### config.mk
export PLATFORM = sky130hd
export DESIGN_NAME = dtmf_steer
export DESIGN_NICKNAME = d
export VERILOG_FILES = /design/src/rtl/dtmf_steer.sv
export SDC_FILE = /design/constraint.sdc
export NUM_CORES = 1
export LEC_CHECK = 0
export CAP_MARGIN = 40
export CORE_MARGIN = 5
export CORE_UTILIZATION = 56
export CTS_BUF_LIST = sky130_fd_sc_hd__clkbuf_4 sky130_fd_sc_hd__clkbuf_8
export CTS_CLUSTER_SIZE = 14
export DETAILED_ROUTE_END_ITERATION = 16
export PLACE_DENSITY = 0.82
export SYNTH_ARGS = -nofsm -noshare
export SYNTH_HDL_FRONTEND = slang
export SYNTH_SLANG_ARGS = --single-unit
### constraint.sdc
create_clock -name clk -period 4.47 [get_ports clk]
set_input_delay 1.341 -clock clk [delete_from_list [all_inputs] [get_ports clk]]
set_output_delay 1.341 -clock clk [all_outputs]
set_load 0.03 [all_outputs]
### src/rtl/dtmf_steer.sv
module dtmf_steer #(
  parameter int TW     = 16,
  parameter int SETTLE = 4
) (
  input  logic          clk,
  input  logic          rst_n,
  input  logic          tone_valid,
  input  logic [3:0]    tone_code,
  input  logic          block_ext,
  input  logic          out_en,
  input  logic [TW-1:0] present_ticks,
  input  logic [TW-1:0] absent_ticks,
  output logic [3:0]    dout,
  output logic          dout_en,
  output logic          digit_ready
);
  localparam int SW = (SETTLE < 2) ? 1 : $clog2(SETTLE);
  localparam logic [TW-1:0] CMAX = {TW{1'b1}};
  localparam logic [SW-1:0] SLAST = SW'(SETTLE - 1);
  localparam logic [1:0] S_IDLE = 2'd0, S_SETTLE = 2'd1, S_HELD = 2'd2;

  logic [1:0]    state;
  logic [TW-1:0] run_q, run_d, gap_q, gap_d;
  logic [3:0]    last_q, latch_q;
  logic [SW-1:0] scnt;
  logic          ext_code, take, release_now;

  always_comb begin
    if (!tone_valid)
      run_d = '0;
    else if (run_q != '0 && tone_code == last_q)
      run_d = (run_q == CMAX) ? run_q : run_q + 1'b1;
    else
      run_d = TW'(1);
  end

  always_comb begin
    if (tone_valid) gap_d = '0;
    else            gap_d = (gap_q == CMAX) ? gap_q : gap_q + 1'b1;
  end

  assign ext_code    = block_ext && (tone_code == 4'd0 || tone_code >= 4'd13);
  assign take        = (state == S_IDLE) && tone_valid && !ext_code && (run_d >= present_ticks);
  assign release_now = (state == S_HELD) && !tone_valid && (gap_d >= absent_ticks);

  always_ff @(posedge clk) begin
    if (!rst_n) begin
      run_q   <= '0;
      gap_q   <= '0;
      last_q  <= '0;
      latch_q <= '0;
      scnt    <= '0;
      state   <= S_IDLE;
    end else begin
      run_q  <= run_d;
      gap_q  <= gap_d;
      last_q <= tone_code;
      case (state)
        S_IDLE: if (take) begin
          latch_q <= tone_code;
          scnt    <= '0;
          state   <= S_SETTLE;
        end
        S_SETTLE: if (scnt == SLAST) state <= S_HELD;
                  else scnt <= scnt + 1'b1;
        S_HELD: if (release_now) state <= S_IDLE;
        default: state <= S_IDLE;
      endcase
    end
  end

  assign dout        = latch_q;
  assign dout_en     = out_en;
  assign digit_ready = (state == S_HELD);
endmodule

==> results.json, run 1 <==
{
  "cp_max_fo": 7,
  "ant_nets": 0,
  "max_cap_viol_count": 0,
  "finalMaxSlewViolations": 0,
  "cts.clk_slew.worst_paths_ns": 0.08,
  "path_delay_family": "compound AO/OA/AOI/OAI gates",
  "cp_slowest_cell": "clkdlybuf4s50_1",
  "viasPerCell": 5.48,
  "portBuffers": 44,
  "ys_ff_latch": 44,
  "drive_gt1_share_pct": 4.87,
  "dr.pass1.iters": 4,
  "grt_pass1_wl_um": 12000,
  "setup_viol": 0,
  "place_area_um2": 3590,
  "yosysTopAreaCellShare_pct": 28.8,
  "fmax_mhz": 236,
  "antenna_found_initial": 0,
  "n_antenna_cell": 0,
  "whs_ns": 0.465,
  "synthTopCellsByArea": "dfxtp_1 29%, ha_1 15%, nor2_1 7.6%",
  "tritoncts": "yes",
  "grt_max_degree": 24,
  "coreArea_um2": 5410,
  "synth-edff-count": 0,
  "setup.worst_path.end_class": "flip-flop",
  "hold_path_class": "reg -> reg",
  "worstMarginPinSlew_ns": 0.715,
  "ys_seq_area_share_pct": 28.8,
  "globalplace.congestion": 0.884,
  "postCtsHoldBufs": 0,
  "numCtsBuffers": 5,
  "cts_resized": 0,
  "ys_types": 48,
  "grt_pass1_vias": 2783,
  "path_class": "in -> reg",
  "cp_num_cells": 13,
  "clockBufferDepth": 2,
  "die_area_um2": 7040,
  "final_design_area_no_fill_um2": 3690,
  "critPathLaunchType": "input pin",
  "wl_per_cell_um": 13.7,
  "insertion_delay_ns": 0.29,
  "total_power_uw": 781,
  "power.density_nw_per_um2": 212,
  "p_leak_nw": 1.57,
  "rsz0062_at_grt": "false",
  "fin_skew_ns": 0.00768,
  "syn_avg_cell_area_um2": 7.95,
  "dp.cells": 497,
  "hold_viol": 0,
  "arrival_ns": 4.44,
  "hpwl_um": 5460,
  "peakVddDrop_uv": 104,
  "cp_num_buf_inv": 2,
  "synthCells": 385,
  "worstPathRequired_ns": 4.67,
  "drt_iter0_drc": 173,
  "synth_flop_cell": "dfxtp_1",
  "grt_overflow_total": 0,
  "num_io_pins": 47,
  "reg2reg_depth": 11,
  "htree_levels": 2,
  "min_period_over_period_pct": 95.0,
  "cts_setup_buffers": 0,
  "drc": 0,
  "status": "finished, final reports clean",
  "drt-total-wl_um": 6870,
  "cp_cell_sequence": "clkdlybuf4s50_1 -> xnor2_1 -> nand4_1 -> a31oi_1 -> buf_4 -> and2_1 -> nand2b_1 -> ha_1 -> or2b_2 -> a2111oi_0 -> or4b_1 -> a31oi_4 -> o21a_1",
  "initial_core_util_pct": 56.6,
  "root_buffer": "clkbuf_8",
  "worst_hold_path.num_cells": 2,
  "synthesis.area_um2": 3060,
  "async_reset_ff_share_pct": 0,
  "relSlewSlack_pct": 52.0,
  "core.rowCount": 27,
  "synth.net_count": 462,
  "layout.cells.non_filler": 503,
  "min_period_ns": 4.24,
  "utilization_pct": 68.3,
  "clock-sinks": 44,
  "yosys_warnings": 0,
  "track_usage_pct": 20.2,
  "area_delta_synth_final_pct": 20.7,
  "final_net_count": 509,
  "dieWidth_um": 83.9,
  "cpPeakStageDelay_ns": 0.54,
  "yosysTopAreaCell": "dfxtp_1",
  "die_h_um": 83.9,
  "vias": 2757
}
[final cells by class]
type                    count  area (um2)
multi-input cells         287        1970
fillers                   473        1710
flip-flops and latches     44         881
repair buffers             51         493
inverters                  43         161
well taps                  72        90.1
clock buffers               5        68.8
clock inverters             1        30.0
[metal layers]
layer | vias to the layer above | share of wire, % | global-route usage, %
met1 | 1274 | 42 | 22.8
met5 | - | 0 | 0
li1 | 1417 | - | -
met3 | 11 | 3.6 | 3.75
met2 | 55 | 52 | 37.8
met4 | 0 | 2.1 | 6.58
[registers in the layout (all words and copies together), names as in the netlist]
| name | cells |
|---|---|
| run_q | 16 |
| state | 2 |
| last_q | 4 |
| gap_q | 16 |
| dout | 4 |
| scnt | 2 |
[stage by stage]
stage               TNS, ns  setup WS (ns)
floorplan                 0          0.726
global placement          0         0.0382
detailed placement   -0.254        -0.0481
CTS                       0          0.253
global route              0         0.0816
finish                    0          0.225
[worst register-to-register path, delay by kind of cell (launching register included)]
family	cells	cell delay [ns]
and+or+nand+nor	6	1.88
AOI/OAI and AO/OA	3	0.92
xor gates and xnor gates	1	0.11
adders and majority gates	1	0.27
DFF	1	0.41
[synthesized netlist by cell type, types with 2 or more instances]
library cell,count
ha_1,36
clkbuf_1,8
buf_4,2
nand4_2,2
nand4_1,12
dfxtp_1,44
xor2_1,4
nand2_1,23
nor3b_1,2
nand2b_1,7
nor3_1,8
xnor2_1,21
a31oi_1,4
nand3_1,17
nand3b_1,2
o21a_1,3
nor4_1,8
inv_1,43
and4_1,3
o21ai_0,6
nor2_1,62
o31ai_1,2
o22ai_1,2
and3_1,3
and2_1,3
a21o_1,6
a311oi_1,4
a21oi_1,15
or3_1,2
mux2i_1,11
nor2b_1,3
[final timing paths]
kind | endpoint | from | slack, ns
worst max-delay path | state[0] | tone_code[1] | 0.23
worst min-delay path | dout[3] | dout[3] | 0.47
worst max register to register | state[0] | run_q[4] | 0.78
worst min register to register | dout[3] | dout[3] | 0.47
[layout by cell type, fill, tap and decap left out, drive strengths merged, types with 6 or more instances in the layout]
cell           netlist  layout
nand4               14      14
nor2                63      63
o21ai                6       6
mux2i               11      11
nand2               23      23
nor3                 9       9
nor4                 9       9
inv                 43      43
buf                  3       7
nand3               17      17
nand2b               7       7
dfxtp               44      44
a21o                 6       6
ha                  36      36
a21oi               15      15
xnor2               21      21
clkdlybuf4s50        0      44
[logic make-up after synthesis]
| group | synth area share (%) |
|---|---|
| and+or+nand+nor | 27.4 |
| muxes | 3.60 |
| AOI/OAI and AO/OA | 11.5 |
| adders and majority gates | 14.7 |
| xor gates and xnor gates | 7.16 |
| buffers and inverters | 6.91 |
| DFF | 28.8 |
[power breakdown]
| part | leakage [nW] | total, mW | internal (mW) | switching [mW] |
|---|---|---|---|---|
| registers | 0.356 | 0.397 | 0.395 | 0.00263 |
| clock network | 0.0501 | 0.294 | 0.161 | 0.134 |
| logic | 1.16 | 0.0890 | 0.0515 | 0.0375 |
No activity file was read; power rests on OpenSTA's default activity.
==> run 2, diff against run 1 <==
--- a/config.mk
+++ b/config.mk
@@ -11,7 +11,9 @@
 export CTS_BUF_LIST = sky130_fd_sc_hd__clkbuf_4 sky130_fd_sc_hd__clkbuf_8
 export CTS_CLUSTER_SIZE = 14
 export DETAILED_ROUTE_END_ITERATION = 16
+export GPL_TIMING_DRIVEN = 0
 export PLACE_DENSITY = 0.82
+export SLEW_MARGIN = 20
 export SYNTH_ARGS = -nofsm -noshare
 export SYNTH_HDL_FRONTEND = slang
 export SYNTH_SLANG_ARGS = --single-unit
==> run 2 against run 1 <==
Clock-buffer cell count is 1 higher. Sequential power hardly changed. Design area is 1.6% higher. Register-to-register slack better by 0.19 ns. Die area stayed put. Combinational power is 1% higher. Clock power is 9.9% higher. Critical path depth stayed put. Total power is 3.8% higher. Critical endpoint unchanged. Final cell count is 1.4% higher. Global-route usage is 0.28 points higher.
==> results.json, run 2 (synthesis results as in run 1) <==
{
  "status": "finished, final reports clean",
  "power.density_nw_per_um2": 216,
  "initial_core_util_pct": 56.6,
  "area_delta_synth_final_pct": 22.6,
  "antenna_found_initial": 0,
  "htree_levels": 2,
  "core.rowCount": 27,
  "drt_iter0_drc": 157,
  "clockBufferDepth": 2,
  "post-place-ws_ns": -0.426,
  "min_period_over_period_pct": 94.0,
  "dr.pass1.iters": 4,
  "drive_gt1_share_pct": 5.25,
  "critPathLaunchType": "input pin",
  "tritoncts": "yes",
  "grt_pass1_wl_um": 12000,
  "worstMarginPinSlew_ns": 0.547,
  "hpwl_um": 5520,
  "hold_path_class": "reg -> reg",
  "rsz0062_at_grt": "false",
  "layout_setup_ws_ns": 0.266,
  "fin_skew_ns": 0.00538,
  "min_period_ns": 4.20,
  "crit_path_end": "state[0]",
  "coreArea_um2": 5410,
  "numCtsBuffers": 5,
  "root_buffer": "clkbuf_8",
  "cp_slowest_cell": "clkdlybuf4s50_1",
  "setup.worst_path.end_class": "flip-flop",
  "r2r_end": "state[0]",
  "ant_nets": 0,
  "portBuffers": 45,
  "arrival_ns": 4.40,
  "path_class": "in -> reg",
  "setup_viol": 0,
  "worstPathRequired_ns": 4.67,
  "wl_per_cell_um": 13.8,
  "vias": 2784,
  "num_io_pins": 47,
  "drt-total-wl_um": 7030,
  "viasPerCell": 5.46,
  "grt_pass1_vias": 2758,
  "hold_viol": 0,
  "relSlewSlack_pct": 63.5,
  "final_net_count": 514,
  "die_h_um": 83.9,
  "finalMaxSlewViolations": 0,
  "dieWidth_um": 83.9,
  "final_cell_mix": "62 x nor2_1, 45 x clkdlybuf4s50_1, 44 x dfxtp_1",
  "max_cap_viol_count": 0,
  "globalplace.congestion": 0.861,
  "utilization_pct": 69.4,
  "n_antenna_cell": 0,
  "die_area_um2": 7040,
  "layout_commonest_cell": "nor2_1",
  "reg2reg_depth": 12,
  "insertion_delay_ns": 0.30,
  "p_leak_nw": 1.58,
  "peakVddDrop_uv": 150,
  "grt_max_degree": 15,
  "cpPeakStageDelay_ns": 0.54,
  "clock-sinks": 44,
  "cp_cell_sequence": "clkdlybuf4s50_1 -> xnor2_1 -> nand4_1 -> a31oi_2 -> and2_1 -> nand2b_1 -> ha_1 -> or2b_2 -> a2111oi_0 -> or4b_4 -> a31oi_4 -> buf_12 -> o21a_1",
  "startpoint": "tone_code[3]",
  "drc": 0,
  "cts.clk_slew.worst_paths_ns": 0.08,
  "num-fill-cells": 448,
  "cp_max_fo": 7,
  "grt_overflow_total": 0,
  "top_regs": "gap_q: 16 flops, run_q: 16 flops",
  "track_usage_pct": 20.5,
  "reg2reg_setup_slack_ns": 0.97,
  "fmax_mhz": 238,
  "r2r-start": "run_q[4]"
}
[run 2: cell types whose count changed in the layout (fill, tap and decap cells not counted), sizes merged]
| cell | before | now |
|---|---|---|
| clkbuf | 5 | 13 |
| buf | 7 | 4 |
| clkdlybuf4s50 | 44 | 45 |
| clkinv | 0 | 1 |
[run 2: worst max-delay path, delay by kind of cell]
| kind | cells | cell delay [ns] |
|---|---|---|
| xor gates and xnor gates | 1 | 0.15 |
| AOI/OAI and AO/OA | 4 | 0.98 |
| adders and majority gates | 1 | 0.23 |
| and+or+nand+nor | 5 | 0.99 |
| buffers and inverters | 2 | 0.70 |
[run 2: layer usage]
layer / global-route usage [%] / routed length [um] / part of all wire (%)
met3: 4.05 / 280 / 4.0
met2: 37.7 / 3600 / 51
met5: 0 / 0 / 0
met4: 8.92 / 202 / 2.9
met1: 22.6 / 2950 / 42
[run 2: final cells by class]
class / count / area [um2] / share of cell area, %
clock inverters: 2 / 38.8 / 1.03
repair buffers: 46 / 470 / 12.5
well taps: 72 / 90.1 / 2.40
inverters: 43 / 161 / 4.30
clock buffers: 6 / 82.6 / 2.20
multi-input cells: 287 / 1980 / 52.8
flip-flops and latches: 44 / 881 / 23.5
plain buffers: 10 / 46.3 / 1.23
[run 2: where the power goes]
| group | total (mW) | switching [mW] | internal, mW |
|---|---|---|---|
| Sequential | 0.397 | 0.00240 | 0.395 |
| Clock | 0.323 | 0.141 | 0.183 |
| Combinational | 0.0900 | 0.0393 | 0.0507 |
[run 2: metrics by stage]
| step | setup TNS [ns] | power [mW] | hold WS (ns) | cell area (um2) | instances |
|---|---|---|---|---|---|
| final | 0 | 0.811 | 0.464 | 3750 | 510 |
| after CTS | 0 | 0.813 | 0.466 | 3750 | 511 |
| after global placement | -2.61 | 0.493 | 0.445 | 3600 | 502 |
| after floorplan | 0 | 0.447 | 0.461 | 3060 | 385 |
| after detailed placement | -2.82 | 0.496 | 0.446 | 3600 | 502 |
| after global routing | 0 | 0.840 | 0.496 | 3750 | 510 |
[run 2: worst min path at each step]
| stage | depth (start not counted) | slack (ns) | startpoint | to |
|---|---|---|---|---|
| floorplan | 2 | 0.46 | scnt[1] | scnt[1] |
| global placement | 2 | 0.45 | dout[1] | dout[1] |
| detailed placement | 2 | 0.45 | dout[1] | dout[1] |
| CTS | 2 | 0.47 | dout[1] | dout[1] |
| global route | 2 | 0.50 | dout[0] | dout[0] |
| finish | 2 | 0.46 | dout[1] | dout[1] |
[run 2: repair_timing]
item / in CTS / in global routing
gates cloned: 0 / 0
pin swaps: 1 / 0
setup endpoints to repair: 7 / 7
gates resized for setup: 2 / 2
hold buffers: 0 / 0
buffers inserted: 1 / 0
==> run 3, diff against run 2 <==
--- a/config.mk
+++ b/config.mk
@@ -6,13 +6,15 @@
 export NUM_CORES = 1
 export LEC_CHECK = 0
 export CAP_MARGIN = 40
+export CELL_PAD_IN_SITES_DETAIL_PLACEMENT = 2
+export CELL_PAD_IN_SITES_GLOBAL_PLACEMENT = 2
 export CORE_MARGIN = 5
-export CORE_UTILIZATION = 56
+export CORE_UTILIZATION = 33
 export CTS_BUF_LIST = sky130_fd_sc_hd__clkbuf_4 sky130_fd_sc_hd__clkbuf_8
 export CTS_CLUSTER_SIZE = 14
 export DETAILED_ROUTE_END_ITERATION = 16
 export GPL_TIMING_DRIVEN = 0
-export PLACE_DENSITY = 0.82
+export PLACE_DENSITY = 0.83
 export SLEW_MARGIN = 20
 export SYNTH_ARGS = -nofsm -noshare
 export SYNTH_HDL_FRONTEND = slang
==> run 3 against run 2 <==
Total power decreased by 7.4%. Global-route usage down 1.3 points. Critical path depth increased by 1. Clock skew increased by 0.0043 ns. Clock-buffer cell count shrank 1. Final cell count up 8.2%. Sequential cell count is the same. Sequential share of layout area shrank 0.48 points. Design area is 2.1% higher. Register-to-register slack lost 0.20 ns. Critical path type unchanged. Critical endpoint is now dout[2]. Largest cell class unchanged. Largest power group unchanged.
==> results.json, run 3 (synthesis results as in run 1) <==
{
  "status": "finished, final reports clean",
  "crit_path_end": "dout[2]",
  "track_usage_pct": 19.2,
  "dr.pass1.iters": 4,
  "dieWidth_um": 106,
  "p_leak_nw": 1.62,
  "r2r-start": "run_q[5]",
  "internal_power_uw": 553,
  "utilization_pct": 41.8,
  "grt_pass1_wl_um": 17400,
  "critPathLaunchType": "input pin",
  "portBuffers": 45,
  "viasPerCell": 5.34,
  "final_cell_mix": "62 x nor2_1, 44 x dfxtp_1, 43 x inv_1",
  "drive_gt1_share_pct": 5.90,
  "grt_overflow_total": 0,
  "die_area_um2": 11300,
  "cp_max_fo": 10,
  "hold_viol": 0,
  "worstMarginPinSlew_ns": 0.614,
  "n_antenna_cell": 0,
  "hpwl_um": 7970,
  "r2r_end": "dout[2]",
  "ant_nets": 0,
  "reg2reg_setup_slack_ns": 0.77,
  "path_class": "in -> reg",
  "wl_per_cell_um": 18.5,
  "power.density_nw_per_um2": 196,
  "antenna_found_initial": 0,
  "cp_cell_sequence": "dlygate4sd2_1 -> xnor2_1 -> nand4_1 -> a31oi_4 -> nand2_4 -> clkbuf_8 -> nor2_1 -> ha_1 -> nand4_4 -> nor3_4 -> or4b_4 -> a31oi_4 -> buf_12 -> mux2i_1",
  "finalMaxSlewViolations": 0,
  "setup_viol": 0,
  "rsz0062_at_grt": "false",
  "max_cap_viol_count": 0,
  "clock-sinks": 44,
  "htree_levels": 2,
  "fmax_mhz": 234,
  "comb_power_share_pct": 13.0,
  "clockBufferDepth": 2,
  "area_delta_synth_final_pct": 25.1,
  "seqPwrFrac_pct": 53.0,
  "numCtsBuffers": 5,
  "fin_tns_setup_ns": 0,
  "grt_max_degree": 14,
  "layout.cells.non_filler": 552,
  "core.rowCount": 35,
  "startpoint": "tone_code[3]",
  "total_power_uw": 751,
  "final_design_area_no_fill_um2": 3830,
  "peakVddDrop_uv": 118,
  "layout_commonest_cell": "nor2_1",
  "worstPathRequired_ns": 4.71,
  "hold_path_class": "reg -> reg",
  "switching_power_uw": 198,
  "insertion_delay_ns": 0.31,
  "arrival_ns": 4.52,
  "die_h_um": 106,
  "tritoncts": "yes",
  "coreArea_um2": 9150,
  "cpPeakStageDelay_ns": 0.53,
  "power.share.clock_pct": 34.0,
  "post-place-ws_ns": -0.815,
  "whs_ns": 0.473,
  "swShare_pct": 26.3,
  "relSlewSlack_pct": 58.7,
  "cp_slowest_cell": "or4b_4",
  "drt-total-wl_um": 10200,
  "top_regs": "gap_q: 16 flops, run_q: 16 flops",
  "root_buffer": "clkbuf_8",
  "drc": 0,
  "layout_setup_ws_ns": 0.193,
  "reg2reg_depth": 13,
  "dp.cells": 541,
  "cpMostUsedCell": "a31oi_4",
  "min_period_over_period_pct": 95.7,
  "setup.worst_path.end_class": "flip-flop",
  "cts.clk_slew.worst_paths_ns": 0.08,
  "num_io_pins": 47,
  "vias": 2946,
  "place_area_um2": 3650,
  "globalplace.congestion": 0.801,
  "min_period_ns": 4.28,
  "num-fill-cells": 1051,
  "initial_core_util_pct": 33.4,
  "drt_iter0_drc": 91,
  "final_net_count": 518,
  "fin_skew_ns": 0.00973,
  "grt_pass1_vias": 3350
}
[run 3: cell count changes in the layout (fill, tap and decap cells not counted), moves of 2 or more]
cell	delta
clkdlybuf4s50_1	-4
dlygate4sd2_1	+2
buf_4	+3
dlymetal6s2s_1	+2
[run 3: metal layers]
metal | part of all wire, % | GRT usage (%)
met1 | 44 | 23.5
met5 | 0 | 0
met4 | 1.5 | 4.07
met3 | 3.7 | 4.13
met2 | 51 | 34.5
[run 3: critical path: cells and delay by family]
family | cells | cell delay [ns]
and+or+nand+nor | 6 | 1.41
buffers and inverters | 3 | 0.65
AOI/OAI and AO/OA | 2 | 0.52
xor gates and xnor gates | 1 | 0.20
adders and majority gates | 1 | 0.20
muxes | 1 | 0.18
[run 3: worst min-delay path by stage]
stage / from / end / slack, ns / cells past startpoint
2_1_floorplan: scnt[1] / scnt[1] / 0.46 / 2
4_1_cts: dout[0] / dout[0] / 0.48 / 2
5_1_grt: dout[3] / dout[3] / 0.49 / 2
3_3_place_gp: dout[3] / dout[3] / 0.45 / 2
3_5_place_dp: dout[0] / dout[0] / 0.45 / 2
6_report: dout[3] / dout[3] / 0.47 / 2
[run 3: cell type report]
cell class                      instances  area, um2  share of cell area [%]
Clock buffer                            5       68.8                    1.80
Inverter                               43        161                    4.22
Multi-Input combinational cell        287       2010                    52.5
Clock inverter                          2       12.5                   0.327
Tap cell                              111        139                    3.63
Timing Repair Buffer                   49        495                    12.9
Buffer                                 11       60.1                    1.57
Sequential cell                        44        881                    23.0
[run 3: power by group through the flow]
stage | Combinational (mW) | Clock (mW) | Sequential, mW
detailed placement | 0.0958 | 0 | 0.407
floorplan | 0.0407 | 0 | 0.406
global route | 0.109 | 0.283 | 0.398
global placement | 0.0892 | 0 | 0.407
finish | 0.0976 | 0.255 | 0.398
CTS | 0.0978 | 0.262 | 0.398
[run 3: timing repair]
| action | 4_1_cts | 5_1_grt |
|---|---|---|
| setup endpoints to repair | 7 | 7 |
| hold buffers | 0 | 0 |
| resized for setup | 10 | 5 |
| pin swaps | 3 | 3 |
| setup buffers | 2 | 2 |
